File: src/rtl/secs_alarm_pkg.sv
package secs_alarm_pkg;
  localparam int unsigned ADDR_W = 12;

  localparam logic [ADDR_W-1:0] OFF_COUNT  = 12'h000;
  localparam logic [ADDR_W-1:0] OFF_MATCH  = 12'h004;
  localparam logic [ADDR_W-1:0] OFF_LOAD   = 12'h008;
  localparam logic [ADDR_W-1:0] OFF_CTRL   = 12'h00C;
  localparam logic [ADDR_W-1:0] OFF_ENABLE = 12'h010;
  localparam logic [ADDR_W-1:0] OFF_RAW    = 12'h014;
  localparam logic [ADDR_W-1:0] OFF_GATED  = 12'h018;
  localparam logic [ADDR_W-1:0] OFF_ACK    = 12'h01C;

  // upper seven address bits of the identification area
  localparam logic [6:0] ID_AREA = 7'h7F;

  function automatic logic [7:0] id_byte(input logic [2:0] idx);
    case (idx)
      3'd0:    return 8'h31;
      3'd1:    return 8'h10;
      3'd2:    return 8'h14;
      3'd3:    return 8'h00;
      3'd4:    return 8'h0D;
      3'd5:    return 8'hF0;
      3'd6:    return 8'h05;
      default: return 8'hB1;
    endcase
  endfunction
endpackage

File: src/rtl/secs_alarm_counter.sv
module secs_alarm_counter #(
  parameter int DATA_W = 32
) (
  input  logic              clk,
  input  logic              rst_n,
  input  logic              tick,
  input  logic              load_we,
  input  logic              match_we,
  input  logic [DATA_W-1:0] wdata,
  output logic [DATA_W-1:0] count,
  output logic [DATA_W-1:0] match,
  output logic              hit
);
  localparam logic [DATA_W-1:0] ONE = {{(DATA_W-1){1'b0}}, 1'b1};

  function automatic logic [DATA_W-1:0] next_sec(input logic [DATA_W-1:0] c);
    return c + ONE;
  endfunction

  logic [DATA_W-1:0] count_q, count_d, match_q, match_d;
  logic              evt;

  always_comb begin
    if (load_we)   count_d = wdata;
    else if (tick) count_d = next_sec(count_q);
    else           count_d = count_q;
    match_d = match_we ? wdata : match_q;
    evt     = load_we | match_we | tick;
    hit     = evt && (count_d == match_d);
  end

  always_ff @(posedge clk) begin
    if (!rst_n) begin
      count_q <= '0;
      match_q <= '0;
    end else begin
      count_q <= count_d;
      match_q <= match_d;
    end
  end

  assign count = count_q;
  assign match = match_q;

  assert_tick_inc_R2: assert property (@(posedge clk) disable iff (!rst_n)
    (tick && !load_we) |=> (count == $past(count) + ONE));

  assert_count_hold_R2: assert property (@(posedge clk) disable iff (!rst_n)
    (!tick && !load_we) |=> $stable(count));

  assert_load_R3: assert property (@(posedge clk) disable iff (!rst_n)
    load_we |=> (count == $past(wdata)));

  assert_match_wr_R4: assert property (@(posedge clk) disable iff (!rst_n)
    match_we |=> (match == $past(wdata)));
endmodule

File: src/rtl/secs_alarm_irq.sv
module secs_alarm_irq (
  input  logic clk,
  input  logic rst_n,
  input  logic hit,
  input  logic ack_we,
  input  logic enable_we,
  input  logic enable_d,
  output logic raw,
  output logic enable,
  output logic irq
);
  logic raw_q, en_q;

  always_ff @(posedge clk) begin
    if (!rst_n) begin
      raw_q <= 1'b0;
      en_q  <= 1'b0;
    end else begin
      if (hit)         raw_q <= 1'b1;
      else if (ack_we) raw_q <= 1'b0;
      if (enable_we)   en_q  <= enable_d;
    end
  end

  assign raw    = raw_q;
  assign enable = en_q;
  assign irq    = raw_q & en_q;

  assert_alarm_set_R4: assert property (@(posedge clk) disable iff (!rst_n)
    hit |=> raw);

  assert_ack_clears_R7: assert property (@(posedge clk) disable iff (!rst_n)
    (ack_we && !hit) |=> !raw);

  assert_raw_hold_R7: assert property (@(posedge clk) disable iff (!rst_n)
    (!ack_we && !hit) |=> $stable(raw));

  assert_enable_hold_R6: assert property (@(posedge clk) disable iff (!rst_n)
    !enable_we |=> $stable(enable));
endmodule

File: src/rtl/secs_alarm_regs.sv
module secs_alarm_regs
  import secs_alarm_pkg::*;
#(
  parameter int DATA_W = 32
) (
  input  logic              clk,
  input  logic              rst_n,
  input  logic              psel,
  input  logic              penable,
  input  logic              pwrite,
  input  logic [ADDR_W-1:0] paddr,
  input  logic [DATA_W-1:0] pwdata,
  input  logic [DATA_W-1:0] count,
  input  logic [DATA_W-1:0] match,
  input  logic              raw,
  input  logic              enable,
  output logic              load_we,
  output logic              match_we,
  output logic              enable_we,
  output logic              ack_we,
  output logic [DATA_W-1:0] prdata
);
  localparam logic [DATA_W-1:0] ONE = {{(DATA_W-1){1'b0}}, 1'b1};

  logic              wr_acc;
  logic [DATA_W-1:0] load_q;

  assign wr_acc    = psel & penable & pwrite;
  assign load_we   = wr_acc && (paddr == OFF_LOAD);
  assign match_we  = wr_acc && (paddr == OFF_MATCH);
  assign enable_we = wr_acc && (paddr == OFF_ENABLE);
  assign ack_we    = wr_acc && (paddr == OFF_ACK);

  always_ff @(posedge clk) begin
    if (!rst_n)       load_q <= '0;
    else if (load_we) load_q <= pwdata;
  end

  always_comb begin
    prdata = '0;
    case (paddr)
      OFF_COUNT:  prdata = count;
      OFF_MATCH:  prdata = match;
      OFF_LOAD:   prdata = load_q;
      OFF_CTRL:   prdata = ONE;
      OFF_ENABLE: prdata = {{(DATA_W-1){1'b0}}, enable};
      OFF_RAW:    prdata = {{(DATA_W-1){1'b0}}, raw};
      OFF_GATED:  prdata = {{(DATA_W-1){1'b0}}, raw & enable};
      default: begin
        if (paddr[ADDR_W-1:5] == ID_AREA && paddr[1:0] == 2'b00)
          prdata = {{(DATA_W-8){1'b0}}, id_byte(paddr[4:2])};
      end
    endcase
  end

  assert_one_strobe_R10: assert property (@(posedge clk) disable iff (!rst_n)
    $countones({load_we, match_we, enable_we, ack_we}) <= 1);

  assert_load_rb_R3: assert property (@(posedge clk) disable iff (!rst_n)
    !load_we |=> $stable(load_q));
endmodule

File: src/rtl/secs_alarm_top.sv
module secs_alarm_top
  import secs_alarm_pkg::*;
#(
  parameter int DATA_W = 32
) (
  input  logic              clk,
  input  logic              rst_n,
  input  logic              tick_1hz,
  input  logic              psel,
  input  logic              penable,
  input  logic              pwrite,
  input  logic [11:0]       paddr,
  input  logic [DATA_W-1:0] pwdata,
  output logic [DATA_W-1:0] prdata,
  output logic              irq
);
  logic              load_we, match_we, enable_we, ack_we;
  logic [DATA_W-1:0] count, match;
  logic              hit, raw, enable;

  secs_alarm_regs #(.DATA_W(DATA_W)) u_regs (
    .clk(clk), .rst_n(rst_n),
    .psel(psel), .penable(penable), .pwrite(pwrite),
    .paddr(paddr), .pwdata(pwdata),
    .count(count), .match(match), .raw(raw), .enable(enable),
    .load_we(load_we), .match_we(match_we),
    .enable_we(enable_we), .ack_we(ack_we),
    .prdata(prdata)
  );

  secs_alarm_counter #(.DATA_W(DATA_W)) u_cnt (
    .clk(clk), .rst_n(rst_n), .tick(tick_1hz),
    .load_we(load_we), .match_we(match_we), .wdata(pwdata),
    .count(count), .match(match), .hit(hit)
  );

  secs_alarm_irq u_irq (
    .clk(clk), .rst_n(rst_n), .hit(hit), .ack_we(ack_we),
    .enable_we(enable_we), .enable_d(pwdata[0]),
    .raw(raw), .enable(enable), .irq(irq)
  );

  assert_irq_needs_enable_R6: assert property (@(posedge clk) disable iff (!rst_n)
    !enable |-> !irq);

  assert_reset_clear_R1: assert property (@(posedge clk)
    $past(!rst_n) |-> (!irq && count == '0));
endmodule

File: config.mk
export PLATFORM = sky130hd
export DESIGN_NAME = secs_alarm_top
export DESIGN_NICKNAME = d
export VERILOG_FILES = /design/src/rtl/secs_alarm_pkg.sv /design/src/rtl/secs_alarm_counter.sv /design/src/rtl/secs_alarm_irq.sv /design/src/rtl/secs_alarm_regs.sv /design/src/rtl/secs_alarm_top.sv
export SDC_FILE = /design/constraint.sdc
export NUM_CORES = 1
export LEC_CHECK = 0
export BUFFER_PORTS_ARGS = -buffer_cell sky130_fd_sc_hd__buf_2
export CAP_MARGIN = 20
export CELL_PAD_IN_SITES_DETAIL_PLACEMENT = 0
export CELL_PAD_IN_SITES_GLOBAL_PLACEMENT = 1
export CORE_UTILIZATION = 47
export DETAILED_ROUTE_END_ITERATION = 7
export PLACE_DENSITY_LB_ADDON = 0.1
export SKIP_CTS_REPAIR_TIMING = 1
export SYNTH_ARGS = -nofsm -noshare
export SYNTH_HDL_FRONTEND = slang
export SYNTH_SLANG_ARGS = --single-unit
export TNS_END_PERCENT = 10
File: constraint.sdc
create_clock -name clk -period 5.15 [get_ports clk]
set_input_delay 0.2575 -clock clk [delete_from_list [all_inputs] [get_ports clk]]
set_output_delay 0.2575 -clock clk [all_outputs]
set_load 0.01 [all_outputs]
==> results of run 1 <==
through the flow:
step | util | power [mW] | hold WS, ps
2_1_floorplan | - | 0.857 | 378
3_3_place_gp | 0.514 | 0.915 | 450
3_5_place_dp | 0.514 | 0.915 | 457
4_1_cts | 0.533 | 1.58 | 182
5_1_grt | 0.533 | 1.63 | 187
6_report | 0.533 | 1.58 | 182
synth_stat cells, drive strengths merged (5+ instances only):
cell type	instances
o2bb2ai	6
a21boi	60
o21a	7
buf	20
nor2b	8
a2bb2oi	7
o31ai	5
nand3	22
nor2	92
xor2	10
o211a	13
or3	9
xnor2	47
nor3	11
o21ai	39
nand2	174
inv	15
clkbuf	51
and2	29
o22ai	12
o211ai	8
nand4	20
mux2i	42
a21oi	42
or4	6
nor4	24
dfxtp	98
and4	6
registers in the layout, indices dropped and copies added (netlist names):
signal         count
u_cnt.match       32
u_irq.raw          1
u_irq.enable       1
u_regs.load_q     32
u_cnt.count       32
kinds of logic (layout without fill, tap and decap cells):
| family | count (synthesis) | in the layout |
|---|---|---|
| AND/OR/NAND/NOR | 419 | 419 |
| XOR/XNOR | 59 | 59 |
| adder cells (fa/ha/maj) | 1 | 1 |
| AO/OA/AOI/OAI | 238 | 238 |
| flip-flops | 98 | 98 |
| multiplexers | 42 | 42 |
| buffers and inverters | 86 | 129 |
power by group through the flow:
stage	Clock (mW)	Combinational (mW)	Sequential, mW
global placement	0	0.132	0.783
detailed placement	0	0.133	0.783
CTS	0.685	0.133	0.765
global route	0.720	0.146	0.765
floorplan	0	0.0771	0.780
finish	0.677	0.135	0.765
per-layer routing:
layer	routed length [µm]	GRT usage
met5	0	0
met4	406	0.0872
met3	1350	0.0430
met2	9900	0.451
met1	11000	0.432
worst max-delay path, stage by stage (launching register included):
cell	delay, ps
dfxtp_1	550
nand4_4	230
nor4_1	930
and4_1	350
xor2_1	70
a21boi_0	290
xor2_1	190
a2111oi_4	280
nand4_1	120
o31ai_1	250
final timing paths:
path                          from           endpoint  slack (ps)  depth (start not counted)
hold reg to reg   u_regs.load_q[2]   u_regs.load_q[2]         470                          2
setup / recovery    u_cnt.count[8]          u_irq.raw        1800                          9
setup reg to reg    u_cnt.count[8]          u_irq.raw        1800                          9
hold / removal          pwdata[31]  u_regs.load_q[31]         180                          3
area by class of cell:
| cell class | count | area (µm²) |
|---|---|---|
| sequential | 98 | 1960 |
| clock inverter | 5 | 56.3 |
| multi-input combinational | 759 | 4710 |
| timing repair buffer | 99 | 538 |
| tap | 184 | 230 |
| fill | 1488 | 6810 |
| inverter | 15 | 56.3 |
| clock buffer | 10 | 229 |
==> flow_summary.json, run 1 <==
{
  "synthTopCellsByArea": "dfxtp_1 (28%), nand2_1 (9.2%), a21boi_0 (6.4%)",
  "fin_crit_sh": 0.651,
  "antenna_found_initial": 0,
  "dp_slack_ps": 1500,
  "startpoint_type": "flip-flop",
  "grt_pass1_wl_um": 36500,
  "synth_xor_xnor_area_share": 0.0800,
  "area_growth_pct": 10.6,
  "max-slew-margin-rel": 0.301,
  "routabilityCongestion": 0.870,
  "dpl_cell_area_um2": 7500,
  "drive_above_1_share": 0.140,
  "setup_viol": 0,
  "p_comb_frac": 0.085,
  "synth_edf_count": 0,
  "globalRouteTotalUtil": 0.297,
  "cts_buffer_depth": 2,
  "hp-class": "in2reg",
  "synthArstFlopShare": 0,
  "p_leak_nw": 2.99,
  "vias_per_cell": 5.97,
  "firstDrtPassIters": 6,
  "synth_area_um2": 7040,
  "p_int_mw": 1.18,
  "final_nets": 1033,
  "swShare": 0.249,
  "hold_violations": 0,
  "grt_start_max_net_pins": 80,
  "die_w_um": 124,
  "cts_made_buffers": 9,
  "globalRoute.totalOverflow": 0,
  "post_drt_wl_per_cell_um": 19.3,
  "routed_wl_um": 22600,
  "yosys.area_share.simple": 0.285,
  "detail-route-antenna-nets": 0,
  "syn_avg_cell_area_um2": 7.46,
  "drc": 0,
  "final_common_cell": "nand2_1",
  "numPortBuffers": 82,
  "cts_sinks": 98,
  "mostFrequentLayoutCells": "nand2_1 (173), dfxtp_1 (98), nor2_1 (92)",
  "ys.flop_type": "dfxtp_1",
  "cts_htree_levels": 3,
  "clock.fmax_mhz": 298,
  "ir_drop_mv": 0.181,
  "yosys.area_share.adder": 0.00178,
  "synth_top_cell_area_share": 0.279,
  "yosys.area.top_type": "dfxtp_1",
  "fp.dieH_um": 124,
  "synth_warnings": 0,
  "synth_top_family_by_area": "simple AND/OR/NAND/NOR gates",
  "synth_nets": 994,
  "netlist_instances": 943,
  "powerDensity_nw_per_um2": 203,
  "final_cell_count_no_fill": 1170,
  "required_ps": 5410,
  "stdcell_area_um2": 7780,
  "cts_root_buf": "clkbuf_16",
  "power_frac_clock": 0.429,
  "synthDistinctLibCells": 73,
  "rows": 44,
  "ys_seq_area_frac": 0.279,
  "drt-initial-drc-count": 554,
  "cp-end-kind": "flip-flop",
  "tns_ps": 0,
  "cp.arrival_ps": 3620,
  "clk_pin_slew_ps": 70,
  "synth_seq_cells": 98,
  "tightest_slew_ps": 1040,
  "cts_tree": "built",
  "cap_violations": 0,
  "synth_compound_area_frac": 0.240,
  "antenna_cells": 0,
  "power.net_switching_mw": 0.393,
  "place_inst": 1155,
  "rsz0062_at_grt": "no",
  "grt_pass1_vias": 6527,
  "status": "complete, no violations",
  "min_period_ps": 3350,
  "vias": 6982,
  "skew_ps": 6.96,
  "synthMuxAreaShare": 0.0597,
  "placeableCoreArea_um2": 14600,
  "crit_type": "reg2reg",
  "dpl.hpwl_um": 15900,
  "crit_fanout": 8,
  "dieArea_um2": 15500,
  "start_util": 0.482,
  "io-pin-count": 83,
  "final-max-slew-violation-count": 0,
  "p_seq_frac": 0.485,
  "worst_slack_ps": 1800,
  "clk_latency_ps": 350
}
(Power assumes the default switching activity.)
==> inputs of run 2 (changes only) <==
- CORE_UTILIZATION: 47 -> 44
- clock period: 5.15 -> 3.2 ns (I/O delays scaled with it)
==> flow_summary.json, run 2 (synthesis gave the netlist of run 1 again) <==
{
  "vias_per_cell": 5.82,
  "routed_wl_um": 23400,
  "dp_slack_ps": 26.9,
  "hold_violations": 0,
  "fill_cells": 1601,
  "power_frac_clock": 0.435,
  "min_path_cells": 3,
  "ir_drop_mv": 0.222,
  "clk_latency_ps": 350,
  "rsz0062_at_grt": "no",
  "swShare": 0.249,
  "rrSetupSlack_ps": 90,
  "cp-end-kind": "flip-flop",
  "antenna_found_initial": 0,
  "cts_tree": "built",
  "grt_pass1_vias": 6380,
  "crit_type": "reg2reg",
  "startpoint_type": "flip-flop",
  "cp.arrival_ps": 3370,
  "dieArea_um2": 16500,
  "numPortBuffers": 82,
  "final_util": 0.530,
  "grt_pass1_wl_um": 36800,
  "antenna_cells": 0,
  "tns_ps": 0,
  "start_util": 0.456,
  "status": "complete, no violations",
  "cp_num_buf_inv": 0,
  "skew_ps": 8.08,
  "p_leak_nw": 3.19,
  "globalRouteTotalUtil": 0.291,
  "routabilityCongestion": 0.916,
  "p_seq_frac": 0.477,
  "dpl.hpwl_um": 17000,
  "min_period_ps": 3110,
  "area_growth_pct": 16.1,
  "max-slew-margin-rel": 0.373,
  "cts_root_buf": "clkbuf_16",
  "hold_path_startpoint": "pwdata[31]",
  "drive_above_1_share": 0.174,
  "firstDrtPassIters": 5,
  "setup_viol": 0,
  "crit_top_cell": "xor2_1",
  "clock.fmax_mhz": 322,
  "fp.dieH_um": 128,
  "cts_buffer_depth": 2,
  "required_ps": 3470,
  "cts_sinks": 98,
  "timing.rr.end": "u_irq.raw",
  "final_nets": 1070,
  "detail-route-antenna-nets": 0,
  "clk_pin_slew_ps": 70,
  "placeableCoreArea_um2": 15400,
  "worst_slack_ps": 94.9,
  "crit_path_cell_trace": "nand4_2 > or4_1 > nor4_1 > xor2_1 > mux2i_1 > xor2_1 > a2111oi_2 > nand4_1 > o31ai_1",
  "cts_made_buffers": 9,
  "final_common_cell": "nand2_1",
  "rows": 45,
  "globalRoute.totalOverflow": 0,
  "io-pin-count": 83,
  "cp_top_family": "simple AND/OR/NAND/NOR gates",
  "vias": 7188,
  "die_w_um": 128,
  "slowest_stage": "or4_1",
  "cts_htree_levels": 3,
  "reg2reg_from": "u_cnt.count[0]",
  "crit_fanout": 5,
  "post_drt_wl_per_cell_um": 19.0,
  "crit_cells": 9,
  "hp-class": "in2reg",
  "power_mw": 2.58,
  "reg2reg_depth": 9,
  "mostFrequentLayoutCells": "nand2_1 (173), dfxtp_1 (98), nor2_1 (92)",
  "final-max-slew-violation-count": 0,
  "p_int_mw": 1.94,
  "grt_start_max_net_pins": 99,
  "fin_crit_sh": 0.970,
  "power.net_switching_mw": 0.643,
  "drt-initial-drc-count": 645,
  "powerDensity_nw_per_um2": 316,
  "slowest_delay_ps": 690,
  "p_comb_frac": 0.088,
  "cap_violations": 0,
  "drc": 0,
  "whs_endpoint": "u_regs.load_q[31]",
  "tightest_slew_ps": 941
}
-- run 2: changes by cell type in the layout (fill, tap and decap cells not counted) --
cell,before,now
buf_4,17,50
nor4_1,19,16
nor4_2,5,8
clkinv_2,2,1
buf_12,0,4
inv_6,0,1
clkbuf_8,0,1
clkinv_4,1,0
-- run 2: how the worst max path moves through the flow --
stage	from	to	slack (ps)
final	u_cnt.count[0]	u_irq.raw	90
after floorplan	u_cnt.count[9]	u_irq.raw	410
after detailed placement	paddr[9]	u_irq.raw	30
after CTS	u_cnt.count[0]	u_irq.raw	120
after global placement	paddr[9]	u_irq.raw	30
after global routing	u_cnt.count[0]	u_irq.raw	10
-- run 2: stage by stage --
step / hold WS [ps] / area [µm²] / instances
6_report: 97.4 / 8170 / 1234
2_1_floorplan: 281 / 7040 / 943
3_5_place_dp: 459 / 7860 / 1219
4_1_cts: 87.6 / 8150 / 1234
5_1_grt: 106 / 8170 / 1234
3_3_place_gp: 454 / 7860 / 1219
-- run 2: area by class of cell --
class / count / area [µm²] / area share
Clock inverter: 4 / 51.3 / 0.00628
Clock buffer: 11 / 243 / 0.0297
Sequential cell: 98 / 1960 / 0.240
Multi-Input combinational cell: 759 / 4730 / 0.579
Inverter: 15 / 56.3 / 0.00689
Tap cell: 211 / 264 / 0.0323
Timing Repair Buffer: 136 / 866 / 0.106
-- run 2: power groups by stage --
stage               Sequential, mW  Combinational, mW  Clock (mW)
floorplan                     1.26              0.124           0
global placement              1.26              0.224           0
detailed placement            1.26              0.224           0
CTS                           1.23              0.225        1.14
global route                  1.23              0.245        1.18
finish                        1.23              0.227        1.12
-- run 2: per-layer routing --
metal / GRT usage / vias to the layer above / share of wire
li1: - / 3510 / -
met1: 0.425 / 3426 / 0.49
met2: 0.452 / 233 / 0.44
met3: 0.0374 / 19 / 0.062
met4: 0.0657 / 0 / 0.0099
met5: 0 / - / 0
-- run 2: worst min-delay path: cells and delay by family --
| kind | cells | cell delay, ps |
|---|---|---|
| buffers and inverters | 1 | 120 |
| AO/OA/AOI/OAI | 1 | 60 |
| AND/OR/NAND/NOR | 1 | 50 |
